==> config.mk <==
export PLATFORM = sky130hd
export DESIGN_NAME = sc_core
export DESIGN_NICKNAME = d
export VERILOG_FILES = /design/src/rtl/sc_pkg.sv /design/src/rtl/sc_decoder.sv /design/src/rtl/sc_alu.sv /design/src/rtl/sc_regfile.sv /design/src/rtl/sc_core.sv
export SDC_FILE = /design/constraint.sdc
export NUM_CORES = 2
export LEC_CHECK = 0
export BUFFER_PORTS_ARGS = -buffer_cell sky130_fd_sc_hd__buf_2
export CORE_ASPECT_RATIO = 0.75
export CORE_MARGIN = 2
export CORE_UTILIZATION = 57
export DETAILED_ROUTE_END_ITERATION = 12
export PLACE_DENSITY_LB_ADDON = 0.12
export SKIP_LAST_GASP = 1
export SLEW_MARGIN = 5
export SYNTH_ARGS = -nofsm -noshare
export SYNTH_HDL_FRONTEND = slang
export SYNTH_SLANG_ARGS = --single-unit
==> constraint.sdc <==
create_clock -name clk -period 6.25 [get_ports clk]
set_clock_uncertainty 0.2 [all_clocks]
set_input_delay 0.3125 -clock clk [delete_from_list [all_inputs] [get_ports clk]]
set_output_delay 0.3125 -clock clk [all_outputs]
set_load 0.05 [all_outputs]
==> src/rtl/sc_pkg.sv <==
package sc_pkg;
    localparam int XLEN  = 32;
    localparam int NREG  = 32;
    localparam int RAW   = $clog2(NREG);

    localparam logic [5:0] OP_RTYPE = 6'b000000;
    localparam logic [5:0] OP_LW    = 6'b100011;
    localparam logic [5:0] OP_SW    = 6'b101011;
    localparam logic [5:0] OP_BEQ   = 6'b000100;
    localparam logic [5:0] OP_J     = 6'b000010;

    localparam logic [5:0] FN_ADD = 6'b100000;
    localparam logic [5:0] FN_SUB = 6'b100010;
    localparam logic [5:0] FN_AND = 6'b100100;
    localparam logic [5:0] FN_OR  = 6'b100101;
    localparam logic [5:0] FN_SLT = 6'b101010;

    typedef enum logic [1:0] {
        ALUOP_ADD   = 2'b00,
        ALUOP_SUB   = 2'b01,
        ALUOP_FUNCT = 2'b10
    } aluop_e;

    typedef enum logic [2:0] {
        ALU_AND, ALU_OR, ALU_ADD, ALU_SUB, ALU_SLT
    } alu_fn_e;

    typedef struct packed {
        logic   reg_write;
        logic   dst_is_rd;
        logic   src_is_imm;
        logic   mem_write;
        logic   load_to_reg;
        logic   branch;
        logic   jump;
        aluop_e aluop;
    } ctrl_t;

    function automatic alu_fn_e alu_select(input aluop_e op, input logic [5:0] funct);
        alu_fn_e fn;
        fn = ALU_ADD;
        case (op)
            ALUOP_SUB: fn = ALU_SUB;
            ALUOP_FUNCT: begin
                case (funct)
                    FN_SUB:  fn = ALU_SUB;
                    FN_AND:  fn = ALU_AND;
                    FN_OR:   fn = ALU_OR;
                    FN_SLT:  fn = ALU_SLT;
                    default: fn = ALU_ADD;
                endcase
            end
            default: fn = ALU_ADD;
        endcase
        return fn;
    endfunction

    function automatic logic [XLEN-1:0] sext16(input logic [15:0] v);
        return {{(XLEN-16){v[15]}}, v};
    endfunction
endpackage

==> src/rtl/sc_decoder.sv <==
module sc_decoder
    import sc_pkg::*;
(
    input  logic [5:0] opcode,
    output ctrl_t      ctrl
);
    always_comb begin
        ctrl = '{reg_write: 1'b0, dst_is_rd: 1'b0, src_is_imm: 1'b0, mem_write: 1'b0,
                 load_to_reg: 1'b0, branch: 1'b0, jump: 1'b0, aluop: ALUOP_ADD};
        case (opcode)
            OP_RTYPE: begin
                ctrl.reg_write = 1'b1;
                ctrl.dst_is_rd = 1'b1;
                ctrl.aluop     = ALUOP_FUNCT;
            end
            OP_LW: begin
                ctrl.reg_write   = 1'b1;
                ctrl.src_is_imm  = 1'b1;
                ctrl.load_to_reg = 1'b1;
            end
            OP_SW: begin
                ctrl.src_is_imm = 1'b1;
                ctrl.mem_write  = 1'b1;
            end
            OP_BEQ: begin
                ctrl.branch = 1'b1;
                ctrl.aluop  = ALUOP_SUB;
            end
            OP_J:    ctrl.jump = 1'b1;
            default: ;
        endcase
    end
endmodule

==> src/rtl/sc_alu.sv <==
module sc_alu
    import sc_pkg::*;
#(
    parameter int W = XLEN
) (
    input  logic [W-1:0] a,
    input  logic [W-1:0] b,
    input  alu_fn_e      fn,
    output logic [W-1:0] y,
    output logic         zero
);
    always_comb begin
        case (fn)
            ALU_AND: y = a & b;
            ALU_OR:  y = a | b;
            ALU_SUB: y = a - b;
            ALU_SLT: y = {{(W-1){1'b0}}, ($signed(a) < $signed(b))};
            default: y = a + b;
        endcase
    end
    assign zero = (y == '0);
endmodule

==> src/rtl/sc_regfile.sv <==
module sc_regfile
    import sc_pkg::*;
#(
    parameter int W = XLEN,
    parameter int N = NREG,
    localparam int AW = $clog2(N)
) (
    input  logic          clk,
    input  logic          rst,
    input  logic [AW-1:0] ra_a,
    input  logic [AW-1:0] ra_b,
    output logic [W-1:0]  rd_a,
    output logic [W-1:0]  rd_b,
    input  logic          we,
    input  logic [AW-1:0] wa,
    input  logic [W-1:0]  wd
);
    logic [W-1:0] regs [N];

    always_ff @(posedge clk) begin
        if (rst) begin
            for (int i = 0; i < N; i++) regs[i] <= '0;
        end else if (we && wa != '0) begin
            regs[wa] <= wd;
        end
    end

    assign rd_a = regs[ra_a];
    assign rd_b = regs[ra_b];

    // a write to a nonzero register is visible on the next cycle
    assert_write_lands_R2: assert property (@(posedge clk) disable iff (rst)
        (we && wa != '0) |=> (regs[$past(wa)] == $past(wd)));

    // register 0 never changes from zero
    assert_r0_zero_R4: assert property (@(posedge clk) disable iff (rst)
        regs[0] == '0);
endmodule

==> src/rtl/sc_core.sv <==
module sc_core
    import sc_pkg::*;
(
    input  logic        clk,
    input  logic        rst,
    output logic [31:0] imem_addr,
    input  logic [31:0] imem_rdata,
    output logic [31:0] dmem_addr,
    output logic [31:0] dmem_wdata,
    output logic        dmem_we,
    input  logic [31:0] dmem_rdata
);
    logic [XLEN-1:0] pc, pc_plus4, pc_next, br_target, jmp_target;
    logic [XLEN-1:0] imm_ext, rs_val, rt_val, alu_b, alu_y, wb_data;
    logic [RAW-1:0]  wr_addr;
    logic            alu_zero, take_br;
    ctrl_t           ctrl;
    alu_fn_e         alu_fn;

    sc_decoder u_dec (.opcode(imem_rdata[31:26]), .ctrl(ctrl));

    assign imm_ext    = sext16(imem_rdata[15:0]);
    assign wr_addr    = ctrl.dst_is_rd ? imem_rdata[15:11] : imem_rdata[20:16];
    assign alu_b      = ctrl.src_is_imm ? imm_ext : rt_val;
    assign alu_fn     = alu_select(ctrl.aluop, imem_rdata[5:0]);
    assign wb_data    = ctrl.load_to_reg ? dmem_rdata : alu_y;

    sc_regfile #(.W(XLEN), .N(NREG)) u_rf (
        .clk(clk), .rst(rst),
        .ra_a(imem_rdata[25:21]), .ra_b(imem_rdata[20:16]),
        .rd_a(rs_val), .rd_b(rt_val),
        .we(ctrl.reg_write), .wa(wr_addr), .wd(wb_data)
    );

    sc_alu #(.W(XLEN)) u_alu (.a(rs_val), .b(alu_b), .fn(alu_fn), .y(alu_y), .zero(alu_zero));

    assign pc_plus4   = pc + 32'd4;
    assign br_target  = pc_plus4 + {imm_ext[XLEN-3:0], 2'b00};
    assign jmp_target = {pc_plus4[31:28], imem_rdata[25:0], 2'b00};
    assign take_br    = ctrl.branch & alu_zero;

    always_comb begin
        if (ctrl.jump)    pc_next = jmp_target;
        else if (take_br) pc_next = br_target;
        else              pc_next = pc_plus4;
    end

    always_ff @(posedge clk) begin
        if (rst) pc <= '0;
        else     pc <= pc_next;
    end

    assign imem_addr  = pc;
    assign dmem_addr  = alu_y;
    assign dmem_wdata = rt_val;
    assign dmem_we    = ctrl.mem_write;

    // straight-line instructions step the PC by one word
    assert_pc_step_R1: assert property (@(posedge clk) disable iff (rst)
        (imem_rdata[31:26] != OP_BEQ && imem_rdata[31:26] != OP_J) |=> (pc == $past(pc) + 32'd4));

    // the store strobe only accompanies the store opcode
    assert_store_only_R6: assert property (@(posedge clk) disable iff (rst)
        dmem_we |-> (imem_rdata[31:26] == OP_SW));

    // equal operands redirect to the offset target
    assert_beq_taken_R7: assert property (@(posedge clk) disable iff (rst)
        (imem_rdata[31:26] == OP_BEQ && rs_val == rt_val) |=>
        (pc == $past(pc) + 32'd4 + {$past(imem_rdata[29:0]) & 30'h0000_FFFF
                                    | {30{$past(imem_rdata[15])}} & 30'h3FFF_0000, 2'b00}));

    // unequal operands fall through
    assert_beq_fall_R7: assert property (@(posedge clk) disable iff (rst)
        (imem_rdata[31:26] == OP_BEQ && rs_val != rt_val) |=> (pc == $past(pc) + 32'd4));

    // a jump lands on the word index carried in the instruction
    assert_jump_index_R8: assert property (@(posedge clk) disable iff (rst)
        (imem_rdata[31:26] == OP_J) |=> (pc[27:0] == {$past(imem_rdata[25:0]), 2'b00}));
endmodule

Word level (Yosys, flattened, before mapping). Memory sizes are Yosys's and may differ from the RTL's. Cells that the tools add are included.

Register bits after elaboration: 32. Bits in writable memories: 1024. Input port bits: 66. Output and inout port bits: 97. Logic and storage cells: 57. Memories: 1.

Memory list: u_rf.regs (depth 32, bits a word 32, read ports 2, clocked after Yosys merged registers in 0, write ports 32, line sc_regfile.sv:18) `logic [W-1:0] regs [N];`.

Add/sub/neg operators: 4. Order comparisons: 1. Eq/ne operators: 13. Multiplexer cells: 24. Bitwise logic cells: 3. Reduce and logical (&&, ||, !) cells: 9.

Operator list (number): $mux W32 (5); $pmux W32 S4 (1); $add A32 B32 Y32 (2); $eq A6 B6 Y1 const B (6); $add A32 B3 Y32 const B (1); $and A32 B32 Y32 (1); $logic_not A32 Y1 (1); $lt A32 B32 Y1 (1); $or A32 B32 Y32 (1); $reduce_or A32 Y1 (1); $sub A32 B32 Y32 (1); $mux W1 (13); $pmux W3 S4 (1); $mux W5 (2); $eq A6 B2 Y1 const B (1); $eq A6 B3 Y1 const B (1); $logic_not A6 Y1 (1); $pmux W3 S2 (1); $reduce_or A2 Y1 (3); $reduce_bool A5 Y1 (1); $pmux W2 S2 (1); $eq A3 B1 Y1 const B (1); $eq A3 B2 Y1 const B (1); $eq A3 B3 Y1 const B (1); other kinds (5) (5).

Longest topological paths before layout.
Depth after elaboration: 10. Gate-level depth with buffers: 26. Gate-level depth less buffers: 21.

By module. Synthesis repeated with hierarchy kept, for this count alone.

Cells, all modules: 6132. Area, all modules: 66329.9 um^2.

By module, submodules not included: sc_regfile (instances 1, cells an instance 4605, area an instance 55888.6 um^2, seq. area each 30749.5 um^2); sc_alu (instances 1, cells an instance 899, area an instance 5823.1 um^2, seq. area each 0.0 um^2); sc_core (instances 1, cells an instance 613, area an instance 4510.6 um^2, seq. area each 600.6 um^2); sc_decoder (instances 1, cells an instance 15, area an instance 107.6 um^2, seq. area each 0.0 um^2).

Worst setup path after synthesis. OpenSTA, ideal clock, no wires.

Path kind: input-to-reg. Start: in imem_rdata[16]. End: reg pc[24] (netlist: imem_addr[24]). Setup time: 0.122 ns. Arrival time: 7.108 ns. Data required time: 5.928 ns. Slack: -1.180 ns. Cell stages on the path: 22. Path buffers: 4. Cells stage by stage: clkbuf_1 -> clkbuf_1 -> buf_1 -> mux4_2 -> mux4_2 -> mux2_2 -> nor2_1 -> or2_2 -> ha_1 -> nand2b_1 -> a2111oi_2 -> o211a_2 -> a211oi_2 -> o31a_1 -> o2111ai_1 -> nand4_1 -> or4b_4 -> nor4_4 -> nand4_4 -> buf_6 -> and3_1 -> a311o_1.

Cells in the longest elaborated chain, start to end: 8. Elaborated cells on any way between the ends: 12. Classes of those cells: add/sub (2); order compare (1); mux (4); bitwise (3); reduce/logical (1); memory (1).

RTL lines: start: declaration (line sc_core.sv:7) `input logic [31:0] imem_rdata,`; $mem_v2 Z32 W32 (*); net dmem_wdata[1] (line sc_core.sv:9) `output logic [31:0] dmem_wdata,`; $mux W32 (*) (line sc_core.sv:24) `assign alu_b = ctrl.src_is_imm ? imm_ext : rt_val;`; $add A32 B32 Y32 / $sub A32 B32 Y32 (equally long branches) (line sc_alu.sv:18, sc_alu.sv:16); $pmux W32 S4 (*) (line sc_alu.sv:13) `case (fn)`; net dmem_addr[23] (line sc_core.sv:8) `output logic [31:0] dmem_addr,`; $logic_not A32 Y1 (*) (line sc_alu.sv:21) `assign zero = (y == '0);`; $and A1 B1 Y1 (*) (line sc_core.sv:40) `assign take_br = ctrl.branch & alu_zero;`; $mux W32 (*) (line sc_core.sv:44) `else if (take_br) pc_next = br_target;`; $mux W32 (*) (line sc_core.sv:43) `if (ctrl.jump) pc_next = jmp_target;`; end signal: assignment (line sc_core.sv:50) `else pc <= pc_next;`; end: declaration (line sc_core.sv:13) `logic [XLEN-1:0] pc, pc_plus4, pc_next, br_target, jmp_target;`.

The timed path passes the listed nets; every way through them passes the cells marked *. A chain may end at the register's enable or synchronous reset.

==> results.sh <==
export IMPL_ys_seq_area_share_pct=51.5
export IMPL_leakage_nw=27.2
export IMPL_synthTopCellsByArea="edfxtp_1 (51%), mux4_2 (24%), nor2_1 (7.0%)"
export IMPL_die_area_um2=109000
export IMPL_cp_arrival_ns=6.81
export IMPL_slew_headroom_pct=16.7
export IMPL_p_int_mw=14.0
export IMPL_critPathSlowestCell="or4b_4"
export IMPL_ff_latch_area_um2=31400
export IMPL_place_hpwl_um=139000
export IMPL_synth_cell_types=96
export IMPL_sw_frac_of_total_pct=33.8
export IMPL_yosysWarnings=0
export IMPL_rsz0062_at_grt="yes"
export IMPL_vias_per_cell=7.01
export IMPL_path_clk_slew_ns=0.07
export IMPL_synthArstFlopShare_pct=0
export IMPL_crit_fanout=7
export IMPL_dpl_worst_slack_ns=-0.775
export IMPL_grt_pass1_vias=45000
export IMPL_fillerInstances=7227
export IMPL_syn_inst=4530
export IMPL_finalHoldViolCount=0
export IMPL_ys_seq_elements=1054
export IMPL_cts_buffers=104
export IMPL_worst_slack_ns=-0.128
export IMPL_cp_slowest_stage_delay_ns=0.61
export IMPL_drc_errors=0
export IMPL_crit_path_cell_trace="mux4_2 -> mux4_2 -> mux2_4 -> nor2_2 -> or2_4 -> ha_4 -> buf_6 -> a2111oi_4 -> o211a_4 -> a211oi_4 -> buf_12 -> buf_8 -> o31a_1 -> buf_4 -> o2111ai_2 -> nand4_1 -> or4b_4 -> nor4_4 -> buf_6 -> nand4_4 -> clkbuf_16 -> and3_1 -> a311o_1"
export IMPL_vias=46200
export IMPL_setup_viol=29
export IMPL_port_buffers=160
export IMPL_cp_start_kind="flop"
export IMPL_utilization_pct=68.8
export IMPL_insertion_delay_ns=0.75
export IMPL_drt_iter0_drc=7183
export IMPL_syn2layout_area_growth_pct=19.3
export IMPL_min_period_ns=6.38
export IMPL_cts_sinks=1054
export IMPL_setup_tns_ns=-1.97
export IMPL_grt_pass1_wl_um=311000
export IMPL_fin_nets=5293
export IMPL_die_h_um=287
export IMPL_synth_edf_count=1024
export IMPL_required_ns=6.68
export IMPL_htreeDepth=3
export IMPL_multiInputGateArea_um2=28800
export IMPL_coreArea_um2=106000
export IMPL_outcome="finished, violations left"
export IMPL_yosysMostFrequentCell="nor2_1"
export IMPL_yosys_area_top_type="edfxtp_1"
export IMPL_maxCapViolCount=0
export IMPL_ys_flop_type="edfxtp_1"
export IMPL_p_per_area_nw_per_um2=292
export IMPL_power_switching_mw=7.17
export IMPL_ant_nets=0
export IMPL_drive_gt1_share_pct=36.0
export IMPL_routedWlPerCell_um=33.0
export IMPL_synth_top_cell_area_share_pct=50.5
export IMPL_end_kind="flop"
export IMPL_hp_class="in2reg"
export IMPL_pwr_share_seq_pct=38.3
export IMPL_worst_slew_pin_slew_ns=1.22
export IMPL_fp_dieW_um=381
export IMPL_routabilityCongestion=0.955
export IMPL_p_clk_share_pct=29.3
export IMPL_max_freq_mhz=157
export IMPL_rows=103
export IMPL_routed_wirelength_um=217000
export IMPL_antenna_found_initial=3
export IMPL_synthTopCellsByCount="nor2_1 (1128), edfxtp_1 (1024), mux4_2 (640)"
export IMPL_finalPower_mw=21.2
export IMPL_synth_area_um2=60800
export IMPL_cts_tree="built"
export IMPL_finalMaxSlewViolations=0
export IMPL_initial_core_util_pct=57.6
export IMPL_ir_drop_uv=365
export IMPL_num_io_pins=163
export IMPL_avgSynthCellArea_um2=13.4
export IMPL_fin_crit_sh_pct=102
export IMPL_grt_max_degree=34
export IMPL_dr_pass1_iters=8
export IMPL_violations="setup timing"
export IMPL_cts_root_buf="clkbuf_16"
export IMPL_gr_total_overflow=0
export IMPL_pwr_share_comb_pct=32.5
export IMPL_worstSetupPathType="reg2reg"
export IMPL_cts_buffer_depth=3
export IMPL_grtUsageTotal_pct=39.7
-- routing by layer --
layer	track usage (%)	share of wire, %
met2	58.5	44
met5	0	0.0060
met1	55.5	36
met4	18.6	5.6
met3	10.7	14
-- worst paths after layout --
path	from	end	slack, ns	cells past startpoint
hold reg to reg	imem_addr[14]	imem_addr[14]	0.51	3
hold / removal	dmem_rdata[8]	u_rf.regs[5][8]	0.01	4
setup / recovery	u_rf.regs[19][2]	imem_addr[21]	-0.13	23
setup reg to reg	u_rf.regs[19][2]	imem_addr[21]	-0.13	23
-- worst max-delay path: cells and delay by family (launching register included) --
kind,cells,cell delay (ns)
buffers and inverters,6,0.98
adders and majority gates,1,0.20
and+or+nand+nor,7,1.69
AOI/OAI and AO/OA,6,1.42
muxes,3,1.37
DFF,1,0.41
-- layout by cell type, fill, tap and decap left out, types with 27 or more instances in the layout --
cell / Yosys / layout
nand2_2: 0 / 56
mux2_2: 53 / 42
nor3_1: 44 / 41
edfxtp_1: 1024 / 1024
buf_12: 0 / 61
dfxtp_1: 30 / 30
conb_1: 1 / 34
xnor2_1: 42 / 41
mux4_2: 640 / 640
dlygate4sd3_1: 0 / 41
nor2_1: 1128 / 1123
o21ai_0: 78 / 58
buf_2: 7 / 145
clkbuf_16: 0 / 108
mux2i_4: 0 / 27
nand2_1: 148 / 90
a21o_1: 32 / 31
ha_1: 139 / 129
a21oi_1: 97 / 91
nand4_1: 30 / 30
nand3_1: 69 / 69
inv_1: 124 / 121
buf_4: 2 / 548
-- flip-flops by register name (all words and copies together) (netlist names) --
name       flops
imem_addr     30
u_rf.regs   1024
-- repair_timing --
| item | 4_1_cts | 5_1_grt |
|---|---|---|
| endpoints found under the hold margin | 573 | 0 |
| hold buffers | 41 | 0 |
| cloned | 1 | 4 |
| setup buffers | 18 | 21 |
| gates resized for setup | 63 | 78 |
| endpoints found under the setup margin | 39 | 40 |
| pin swaps | 24 | 45 |
-- area by class of cell --
cell class | instances | area share (%)
timing repair buffer | 825 | 9.55
inverter | 127 | 0.657
clock buffer | 124 | 3.72
sequential | 1054 | 43.2
multi-input combinational | 2973 | 39.7
tap | 1417 | 2.44
clock inverter | 62 | 0.734
antenna | 2 | 0.00690
-- through the flow --
step	hold WS, ns	cells	area, um2
after floorplan	0.223	4563	61600
after global placement	0.425	6314	67900
after detailed placement	0.421	6314	67900
after CTS	0.00417	6558	72000
after global routing	0.0269	6582	72600
final	0.0131	6584	72600
-- logic make-up after synthesis --
logic type      Yosys count  share of synthesized area (%)
compound gates          424                           4.89
simple gates           1567                           10.9
buf+inv                 536                           3.36
fa+ha+maj               142                           2.96
other cells               1                        0.00616
xor+xnor                 60                          0.864
flops                  1054                           51.5
mux                     746                           25.5
-- power by group through the flow --
stage	Clock (mW)	Sequential, mW	Combinational [mW]
2_1_floorplan	0	8.21	3.61
3_3_place_gp	0	8.23	6.37
3_5_place_dp	0	8.25	6.40
5_1_grt	6.45	8.13	7.15
6_report	6.20	8.11	6.88
4_1_cts	6.19	8.11	6.59
Power figures use the tool's default switching activity.
